==> config.mk <==
export PLATFORM = sky130hd
export DESIGN_NAME = fma_align_add
export DESIGN_NICKNAME = d
export VERILOG_FILES = /design/src/rtl/fma_pkg.sv /design/src/rtl/fma_lzc.sv /design/src/rtl/fma_prod_align.sv /design/src/rtl/fma_sum_norm.sv /design/src/rtl/fma_align_add.sv
export SDC_FILE = /design/constraint.sdc
export NUM_CORES = 2
export LEC_CHECK = 0
export BUFFER_PORTS_ARGS = -buffer_cell sky130_fd_sc_hd__buf_2
export CELL_PAD_IN_SITES_DETAIL_PLACEMENT = 1
export CELL_PAD_IN_SITES_GLOBAL_PLACEMENT = 1
export CORE_MARGIN = 2
export CORE_UTILIZATION = 45
export DETAILED_ROUTE_END_ITERATION = 10
export PLACE_DENSITY = 0.78
export SYNTH_ARGS = -nofsm -noshare
export SYNTH_HDL_FRONTEND = slang
export SYNTH_SLANG_ARGS = --single-unit
==> constraint.sdc <==
create_clock -name clk_i -period 7.4 [get_ports clk_i]
set_input_delay 1.85 -clock clk_i [delete_from_list [all_inputs] [get_ports clk_i]]
set_output_delay 1.85 -clock clk_i [all_outputs]
set_load 0.02 [all_outputs]
==> src/rtl/fma_pkg.sv <==
package fma_pkg;
  localparam int FRAME_W = 64;
  localparam int LEAD_BIT = FRAME_W - 2;
  localparam int SH_W = $clog2(FRAME_W) + 1;
  localparam int MAN_W = 24;
  localparam int OUT_W = 27;
  localparam int EXP_W = 10;

  // right shift, discarded bits jammed into bit 0; >= FRAME_W-1 keeps only sticky
  function automatic logic [FRAME_W-1:0] sticky_srl(input logic [FRAME_W-1:0] v,
                                                    input logic [SH_W-1:0] sh);
    logic [FRAME_W-1:0] r;
    logic [FRAME_W-1:0] mask;
    if (sh >= SH_W'(FRAME_W - 1)) begin
      r = '0;
      r[0] = |v;
    end else begin
      mask = (FRAME_W'(1) << sh) - FRAME_W'(1);
      r = v >> sh;
      r[0] = r[0] | (|(v & mask));
    end
    return r;
  endfunction

  // frame with leading one at LEAD_BIT -> OUT_W mantissa with sticky LSB
  function automatic logic [OUT_W-1:0] frame_to_man(input logic [FRAME_W-1:0] v);
    logic [FRAME_W-1:0] r;
    r = sticky_srl(v, SH_W'(LEAD_BIT - (OUT_W - 1)));
    return r[OUT_W-1:0];
  endfunction
endpackage

==> src/rtl/fma_lzc.sv <==
module fma_lzc #(
  parameter int W  = 63,
  parameter int CW = $clog2(W + 1)
) (
  input  logic [W-1:0]  vec_i,
  output logic [CW-1:0] cnt_o
);
  // highest set bit wins: scan upward, last hit overrides
  always_comb begin
    cnt_o = CW'(W);
    for (int i = 0; i < W; i++) begin
      if (vec_i[i]) cnt_o = CW'(W - 1 - i);
    end
  end
endmodule

==> src/rtl/fma_prod_align.sv <==
module fma_prod_align
  import fma_pkg::*;
#(
  parameter int MAN_BITS = fma_pkg::MAN_W,
  parameter int EXP_BITS = fma_pkg::EXP_W,
  localparam int EW = EXP_BITS + 2
) (
  input  logic signed [EXP_BITS-1:0] x_exp_i,
  input  logic signed [EXP_BITS-1:0] y_exp_i,
  input  logic signed [EXP_BITS-1:0] z_exp_i,
  input  logic [MAN_BITS-1:0]        x_man_i,
  input  logic [MAN_BITS-1:0]        y_man_i,
  input  logic [MAN_BITS-1:0]        z_man_i,
  input  logic                       z_zero_i,
  output logic signed [EW-1:0]       exp_o,
  output logic [FRAME_W-1:0]         pf_o,
  output logic [FRAME_W-1:0]         zf_o
);
  localparam int PW    = 2 * MAN_BITS;
  localparam int P_SHL = FRAME_W - PW;
  localparam int Z_SHL = LEAD_BIT - (MAN_BITS - 1);
  localparam int DW    = EW + 1;

  logic [PW-1:0]          prod;
  logic [FRAME_W-1:0]     pf0, pf1, zf0;
  logic signed [EW-1:0]   pe0, pe1;
  logic signed [DW-1:0]   ediff;
  logic [DW-1:0]          emag;
  logic [SH_W-1:0]        sat;

  always_comb begin
    prod = PW'(x_man_i) * PW'(y_man_i);
    pf0  = FRAME_W'(prod) << P_SHL;
    pe0  = EW'(x_exp_i) + EW'(y_exp_i);
    if (pf0[FRAME_W-1]) begin
      pf1 = sticky_srl(pf0, SH_W'(1));
      pe1 = pe0 + EW'(1);
    end else begin
      pf1 = pf0;
      pe1 = pe0;
    end
    zf0 = FRAME_W'(z_man_i) << Z_SHL;

    ediff = DW'(z_exp_i) - DW'(pe1);
    emag  = ediff[DW-1] ? DW'(-ediff) : DW'(ediff);
    sat   = (emag > DW'(FRAME_W - 1)) ? SH_W'(FRAME_W - 1) : SH_W'(emag);

    pf_o  = pf1;
    zf_o  = zf0;
    exp_o = pe1;
    if (!z_zero_i) begin
      if (!ediff[DW-1] && ediff != '0) begin
        pf_o  = sticky_srl(pf1, sat);
        exp_o = EW'(z_exp_i);
      end else if (ediff[DW-1]) begin
        zf_o  = sticky_srl(zf0, sat);
      end
    end
  end
endmodule

==> src/rtl/fma_sum_norm.sv <==
module fma_sum_norm
  import fma_pkg::*;
#(
  parameter int EXP_BITS = fma_pkg::EXP_W,
  localparam int EW = EXP_BITS + 2
) (
  input  logic                 prod_sign_i,
  input  logic                 add_sign_i,
  input  logic                 rnd_dn_i,
  input  logic                 z_zero_i,
  input  logic signed [EW-1:0] exp_i,
  input  logic [FRAME_W-1:0]   pf_i,
  input  logic [FRAME_W-1:0]   zf_i,
  output logic                 sign_o,
  output logic                 zero_o,
  output logic signed [EW-1:0] exp_o,
  output logic [OUT_W-1:0]     man_o
);
  localparam int LZ_W = $clog2(FRAME_W);

  logic [FRAME_W-1:0] sum, diff, mag;
  logic               z_ge;
  logic [LZ_W-1:0]    lz;

  always_comb begin
    sum  = pf_i + zf_i;
    z_ge = zf_i >= pf_i;
    diff = z_ge ? (zf_i - pf_i) : (pf_i - zf_i);
  end

  fma_lzc #(.W(FRAME_W - 1), .CW(LZ_W)) lzc_i (
    .vec_i (diff[FRAME_W-2:0]),
    .cnt_o (lz)
  );

  always_comb begin
    zero_o = 1'b0;
    sign_o = prod_sign_i;
    exp_o  = exp_i;
    mag    = pf_i;
    if (z_zero_i) begin
      mag = pf_i;
    end else if (prod_sign_i == add_sign_i) begin
      sign_o = add_sign_i;
      if (sum[FRAME_W-1]) begin
        mag   = sticky_srl(sum, SH_W'(1));
        exp_o = exp_i + EW'(1);
      end else begin
        mag = sum;
      end
    end else begin
      sign_o = z_ge ? add_sign_i : prod_sign_i;
      mag    = diff << lz;
      exp_o  = exp_i - EW'(lz);
      if (diff == '0) zero_o = 1'b1;
    end
    man_o = frame_to_man(mag);
    if (zero_o) begin
      sign_o = rnd_dn_i;
      exp_o  = '0;
      man_o  = '0;
    end
  end
endmodule

==> src/rtl/fma_align_add.sv <==
module fma_align_add
  import fma_pkg::*;
#(
  parameter int MAN_BITS = fma_pkg::MAN_W,
  parameter int EXP_BITS = fma_pkg::EXP_W,
  localparam int EW = EXP_BITS + 2
) (
  input  logic                       clk_i,
  input  logic                       rst_ni,
  input  logic                       valid_i,
  input  logic                       prod_sign_i,
  input  logic                       add_sign_i,
  input  logic                       rnd_dn_i,
  input  logic                       z_zero_i,
  input  logic signed [EXP_BITS-1:0] x_exp_i,
  input  logic signed [EXP_BITS-1:0] y_exp_i,
  input  logic signed [EXP_BITS-1:0] z_exp_i,
  input  logic [MAN_BITS-1:0]        x_man_i,
  input  logic [MAN_BITS-1:0]        y_man_i,
  input  logic [MAN_BITS-1:0]        z_man_i,
  output logic                       valid_o,
  output logic                       sign_o,
  output logic                       zero_o,
  output logic signed [EW-1:0]       exp_o,
  output logic [OUT_W-1:0]           man_o
);
  logic signed [EW-1:0] a_exp;
  logic [FRAME_W-1:0]   a_pf, a_zf;

  logic                 s1_vld, s1_ps, s1_zs, s1_rd, s1_zz;
  logic signed [EW-1:0] s1_exp;
  logic [FRAME_W-1:0]   s1_pf, s1_zf;

  logic                 b_sign, b_zero;
  logic signed [EW-1:0] b_exp;
  logic [OUT_W-1:0]     b_man;

  fma_prod_align #(.MAN_BITS(MAN_BITS), .EXP_BITS(EXP_BITS)) align_i (
    .x_exp_i  (x_exp_i),
    .y_exp_i  (y_exp_i),
    .z_exp_i  (z_exp_i),
    .x_man_i  (x_man_i),
    .y_man_i  (y_man_i),
    .z_man_i  (z_man_i),
    .z_zero_i (z_zero_i),
    .exp_o    (a_exp),
    .pf_o     (a_pf),
    .zf_o     (a_zf)
  );

  always_ff @(posedge clk_i or negedge rst_ni) begin
    if (!rst_ni) begin
      s1_vld <= 1'b0;
      s1_ps  <= 1'b0;
      s1_zs  <= 1'b0;
      s1_rd  <= 1'b0;
      s1_zz  <= 1'b0;
      s1_exp <= '0;
      s1_pf  <= '0;
      s1_zf  <= '0;
    end else begin
      s1_vld <= valid_i;
      if (valid_i) begin
        s1_ps  <= prod_sign_i;
        s1_zs  <= add_sign_i;
        s1_rd  <= rnd_dn_i;
        s1_zz  <= z_zero_i;
        s1_exp <= a_exp;
        s1_pf  <= a_pf;
        s1_zf  <= a_zf;
      end
    end
  end

  fma_sum_norm #(.EXP_BITS(EXP_BITS)) sum_i (
    .prod_sign_i (s1_ps),
    .add_sign_i  (s1_zs),
    .rnd_dn_i    (s1_rd),
    .z_zero_i    (s1_zz),
    .exp_i       (s1_exp),
    .pf_i        (s1_pf),
    .zf_i        (s1_zf),
    .sign_o      (b_sign),
    .zero_o      (b_zero),
    .exp_o       (b_exp),
    .man_o       (b_man)
  );

  always_ff @(posedge clk_i or negedge rst_ni) begin
    if (!rst_ni) begin
      valid_o <= 1'b0;
      sign_o  <= 1'b0;
      zero_o  <= 1'b0;
      exp_o   <= '0;
      man_o   <= '0;
    end else begin
      valid_o <= s1_vld;
      if (s1_vld) begin
        sign_o <= b_sign;
        zero_o <= b_zero;
        exp_o  <= b_exp;
        man_o  <= b_man;
      end
    end
  end
endmodule

==> results.cfg, run 1 <==
[logic_synthesis]
ys_seq_area_share_pct = 8.77
post_synth.cell_area_avg_sq_um = 7.50
synth-main-ff-cell = dfrtp_1
synth_top_area_share_pct = 18.5
async_flop_share_pct = 100
synth_area_leaders = fa_1 19%, ha_1 9.3%, dfrtp_1 8.8%, nand2_1 6.6%, mux2i_1 5.6%
ys.warnings.count = 0
synth_edf_count = 0
netlist_instances = 7031
synth_cell_type_count = 116
syn_nets = 8022
synth_area_leader_cell = fa_1
synth_seq_cells = 185
syn_area_sq_mm = 0.0528

[die]
die_x_um = 346
pin_count = 151
start_util_pct = 45.4
num_rows = 125
die_h_um = 346

[global_route]
grt-ovfl-total = 14
grt_usage_pct = 72.7
grt_antenna_before_repair = 54
grt_max_degree = 123

[clock_network]
cts_made_buffers = 17
ctsHoldBuffers = 0
numClockSinks = 185
clock-root-buffer = clkbuf_16
ctsLongestPathBuffers = 2
cts.htree.levels = 4

[placed_design]
dp_hpwl_um = 256000
place_congestion = 1.09
port_buffers = 150
dpl-instance-area_sq_mm = 0.0679

[status]
error = [ERROR GRT-0232] Routing congestion too high. Check the congestion heatmap in the GUI.
status = stopped before the end
flow.stopped_at = 5_1_grt

[timing]
grt-worst-endpoint = s1_pf[0]$_DFFE_PN0P_/D
worst-ep-kind = sequential cell input
==> per-layer routing <==
layer / overflow / global-route usage, %
met5: 1 / 35.4
met4: 6 / 68.8
met3: 0 / 56.2
met2: 6 / 90.9
met1: 1 / 72.8
==> synthesized netlist by cell type (29+ instances only) <==
| cell type | instances |
|---|---|
| o221ai_1 | 46 |
| a221o_1 | 33 |
| o21a_1 | 50 |
| nand4_1 | 88 |
| mux2i_1 | 293 |
| mux2_2 | 66 |
| buf_2 | 72 |
| nand2_1 | 924 |
| a22oi_1 | 42 |
| xnor2_1 | 159 |
| dfrtp_1 | 185 |
| o21ai_0 | 370 |
| nor3_1 | 133 |
| o22ai_1 | 105 |
| a211oi_1 | 66 |
| nor4_1 | 54 |
| a221oi_1 | 42 |
| nand2b_1 | 29 |
| a31oi_1 | 62 |
| xor2_1 | 57 |
| and2_1 | 228 |
| o21bai_1 | 71 |
| a21oi_1 | 576 |
| o211ai_1 | 65 |
| a21o_1 | 84 |
| nor2_1 | 533 |
| and3_1 | 31 |
| clkbuf_1 | 290 |
| inv_1 | 740 |
| fa_1 | 488 |
| nand3_1 | 116 |
| o31ai_1 | 29 |
| buf_1 | 38 |
| ha_1 | 394 |
==> cells by family after synthesis <==
| group | after synthesis | synth area share, % |
|---|---|---|
| AOI/OAI and AO/OA | 1932 | 23.8 |
| xor gates and xnor gates | 221 | 3.74 |
| adders and majority gates | 882 | 27.9 |
| buffers and inverters | 1175 | 8.86 |
| DFF | 185 | 8.77 |
| muxes | 367 | 7.18 |
| and+or+nand+nor | 2269 | 19.7 |
==> per-stage QoR <==
step                      std cells  setup slack (ps)  setup TNS [ps]  hold slack (ps)  utilization, %
after floorplan                7031             -6270         -773000              448               -
after global placement        10010             -6890         -896250              456            58.4
after detailed placement      10010             -7450         -979920              465            58.4
after CTS                     10053             -6300         -832910              487            59.6
==> timing repair <==
item	in CTS
setup buffers	9
resized for setup	142
cloned	2
pin swaps	32
endpoints found under the setup margin	174
==> run 2, diff against run 1 <==
--- a/config.mk
+++ b/config.mk
@@ -6,12 +6,10 @@
 export NUM_CORES = 2
 export LEC_CHECK = 0
 export BUFFER_PORTS_ARGS = -buffer_cell sky130_fd_sc_hd__buf_2
-export CELL_PAD_IN_SITES_DETAIL_PLACEMENT = 1
-export CELL_PAD_IN_SITES_GLOBAL_PLACEMENT = 1
 export CORE_MARGIN = 2
-export CORE_UTILIZATION = 45
+export CORE_UTILIZATION = 35
 export DETAILED_ROUTE_END_ITERATION = 10
-export PLACE_DENSITY = 0.78
+export PLACE_DENSITY_LB_ADDON = 0.15
 export SYNTH_ARGS = -nofsm -noshare
 export SYNTH_HDL_FRONTEND = slang
 export SYNTH_SLANG_ARGS = --single-unit
==> constraint.sdc (replaced) <==
create_clock -name clk_i -period 9.6 [get_ports clk_i]
set_input_delay 2.4 -clock clk_i [delete_from_list [all_inputs] [get_ports clk_i]]
set_output_delay 2.4 -clock clk_i [all_outputs]
set_load 0.02 [all_outputs]
==> results.cfg, run 2 <==
[status]
status = complete, but fails checks
violations = negative setup slack

[timing]
worst_pin_slew_ps = 1320
skew_ps = 14.3
clock.fmax_mhz = 71.5
slew_headroom_pct = 11.4
setup_slack_ps = -4390
period_minus_slack_ps = 13990
finalCritPeriodShare_pct = 146
finalHoldViolations = 0
whs_ps = 475
rsz0062_at_grt = yes
setup_violations = 138
slew_violations = 0

[cells_and_area]
syn2layout_area_growth_pct = 32.7
drive_above_1_share_pct = 27.2
fin_area_sq_mm = 0.0700
final_cell_mix = 1,091 x buf_4, 853 x nand2_1, 736 x inv_1
largestRegisters = s1_pf (63), s1_zf (63), man_o (27)
post-route-util_pct = 46.7
layout_commonest_cell = buf_4
layout.nets = 9069

[logic_synthesis]
synth_cell_type_count = 116
post_synth.cell_area_avg_sq_um = 7.50
synth_area_leaders = fa_1 19%, ha_1 9.3%, dfrtp_1 8.8%, nand2_1 6.6%, mux2i_1 5.6%
synth_top_area_share_pct = 18.5
ys.warnings.count = 0
syn_area_sq_mm = 0.0528
async_flop_share_pct = 100
netlist_instances = 7031
syn_nets = 8022
synth_edf_count = 0
ys_seq_area_share_pct = 8.77
synthTopCellsByCount = 924 x nand2_1, 740 x inv_1, 576 x a21oi_1, 533 x nor2_1, 488 x fa_1
synth_area_leader_cell = fa_1
synth.most_common_cell = nand2_1
synth_seq_cells = 185
synth-main-ff-cell = dfrtp_1

[placed_design]
dpl_worst_slack_ps = -5440
port_buffers = 150
dpl-instance-area_sq_mm = 0.0639
place_congestion = 1.03
dp_hpwl_um = 218000

[routing]
vias = 59264
ant_nets = 0
drcViolationCount = 0
first_pass_iters = 6
viasPerCell = 5.86
wl_per_cell_um = 25.9
initialDrtViolationCount = 5803
wl_um = 262000

[worst_setup_path]
critical-path-slowest-cell = fa_1
crit_type = input port to flip-flop
critPathMaxFanout = 8
r2r_cells = 30
worstPathRequired_ps = 9960
critPathMostFrequentCell = o21a_1
worstPathArrival_ps = 14360
reg2reg_slack_ps = 530
cp-end-kind = flip-flop
crit_path_max_incr_delay_ps = 580
startpoint_type = input port

[die]
die-area_sq_mm = 0.154
start_util_pct = 35.2
num_rows = 142
die_h_um = 392
pin_count = 151
core-area_sq_mm = 0.150
die_x_um = 392

[global_route]
grt_use_met3_pct = 5.50
grt_pass1_vias = 58973
grt_usage_pct = 33.4
grtUsageMet1_pct = 43.6
grt_antenna_before_repair = 10
grt_pass1_wl_um = 387000
gr-usage-met2_pct = 53.4
grt_max_degree = 139
grt-ovfl-total = 0
busiest_layer = met2

[clock_network]
path_clk_slew_ps = 80
clock_latency_ps = 490
ctsHoldBuffers = 0
numClockSinks = 185
ctsLongestPathBuffers = 2
cts_made_buffers = 17
cts.htree.levels = 4
cts_tree = built
clock-root-buffer = clkbuf_16

[min_path]
min_path_type = flip-flop to flip-flop
min_path_cells = 1

[flow_run]
drv_cap = 0
run 2: timing repair:
action | in CTS | in global routing
setup endpoints to repair | 138 | 138
pin swaps | 145 | 182
gates cloned | 10 | 1
endpoints found under the hold margin | 0 | 0
gates resized for setup | 520 | 387
setup buffers | 93 | 77
run 2: final timing paths:
kind / from / endpoint
max in group asynchronous: rst_ni / s1_zf[5]
hold reg to reg: man_o[16] / man_o[16]
setup reg to reg: s1_pf[0] / man_o[24]
hold / removal: man_o[16] / man_o[16]
min in group asynchronous: rst_ni / man_o[0]
setup / recovery: y_man_i[5] / s1_pf[0]
run 2: stage by stage:
stage	instances	setup TNS [ps]
2_1_floorplan	7031	-545300
3_3_place_gp	9924	-644940
3_5_place_dp	9924	-661250
4_1_cts	10047	-535930
5_1_grt	10112	-615690
6_report	10117	-557130
run 2: final cells by class:
| type | count | area (sq um) |
|---|---|---|
| clock inverter | 15 | 196 |
| tap | 2016 | 2520 |
| inverter | 749 | 2810 |
| timing repair buffer | 1454 | 12100 |
| sequential | 185 | 4630 |
| fill | 15182 | 79800 |
| multi-input combinational | 5671 | 47300 |
| antenna | 10 | 25.0 |
| clock buffer | 17 | 425 |
run 2: logic make-up (layout without fill, tap and decap cells):
family / Yosys count / after routing / synth area share (%)
AO/OA/AOI/OAI: 1932 / 1932 / 23.8
multiplexers: 367 / 367 / 7.18
other: 0 / 10 / 0
AND/OR/NAND/NOR: 2269 / 2269 / 19.7
flip-flops: 185 / 185 / 8.77
adder cells (fa/ha/maj): 882 / 882 / 27.9
buffers and inverters: 1175 / 2235 / 8.86
XOR/XNOR: 221 / 221 / 3.74
run 2: worst max-delay path, delay by kind of cell:
| family | cells | cell delay [ps] |
|---|---|---|
| AND/OR/NAND/NOR | 11 | 2310 |
| XOR/XNOR | 2 | 350 |
| buffers and inverters | 7 | 830 |
| AO/OA/AOI/OAI | 24 | 4550 |
| adder cells (fa/ha/maj) | 9 | 3890 |
run 2: routing by layer:
layer / vias up / wire length, um
li1: 26540 / -
met1: 29415 / 108000
met2: 2645 / 118000
met3: 662 / 20300
met4: 2 / 16100
met5: - / 11
Power of run 2 is left out: the tool's default activity adds up to more than one toggle a clock period on the data nets, which glitch-free logic cannot reach.
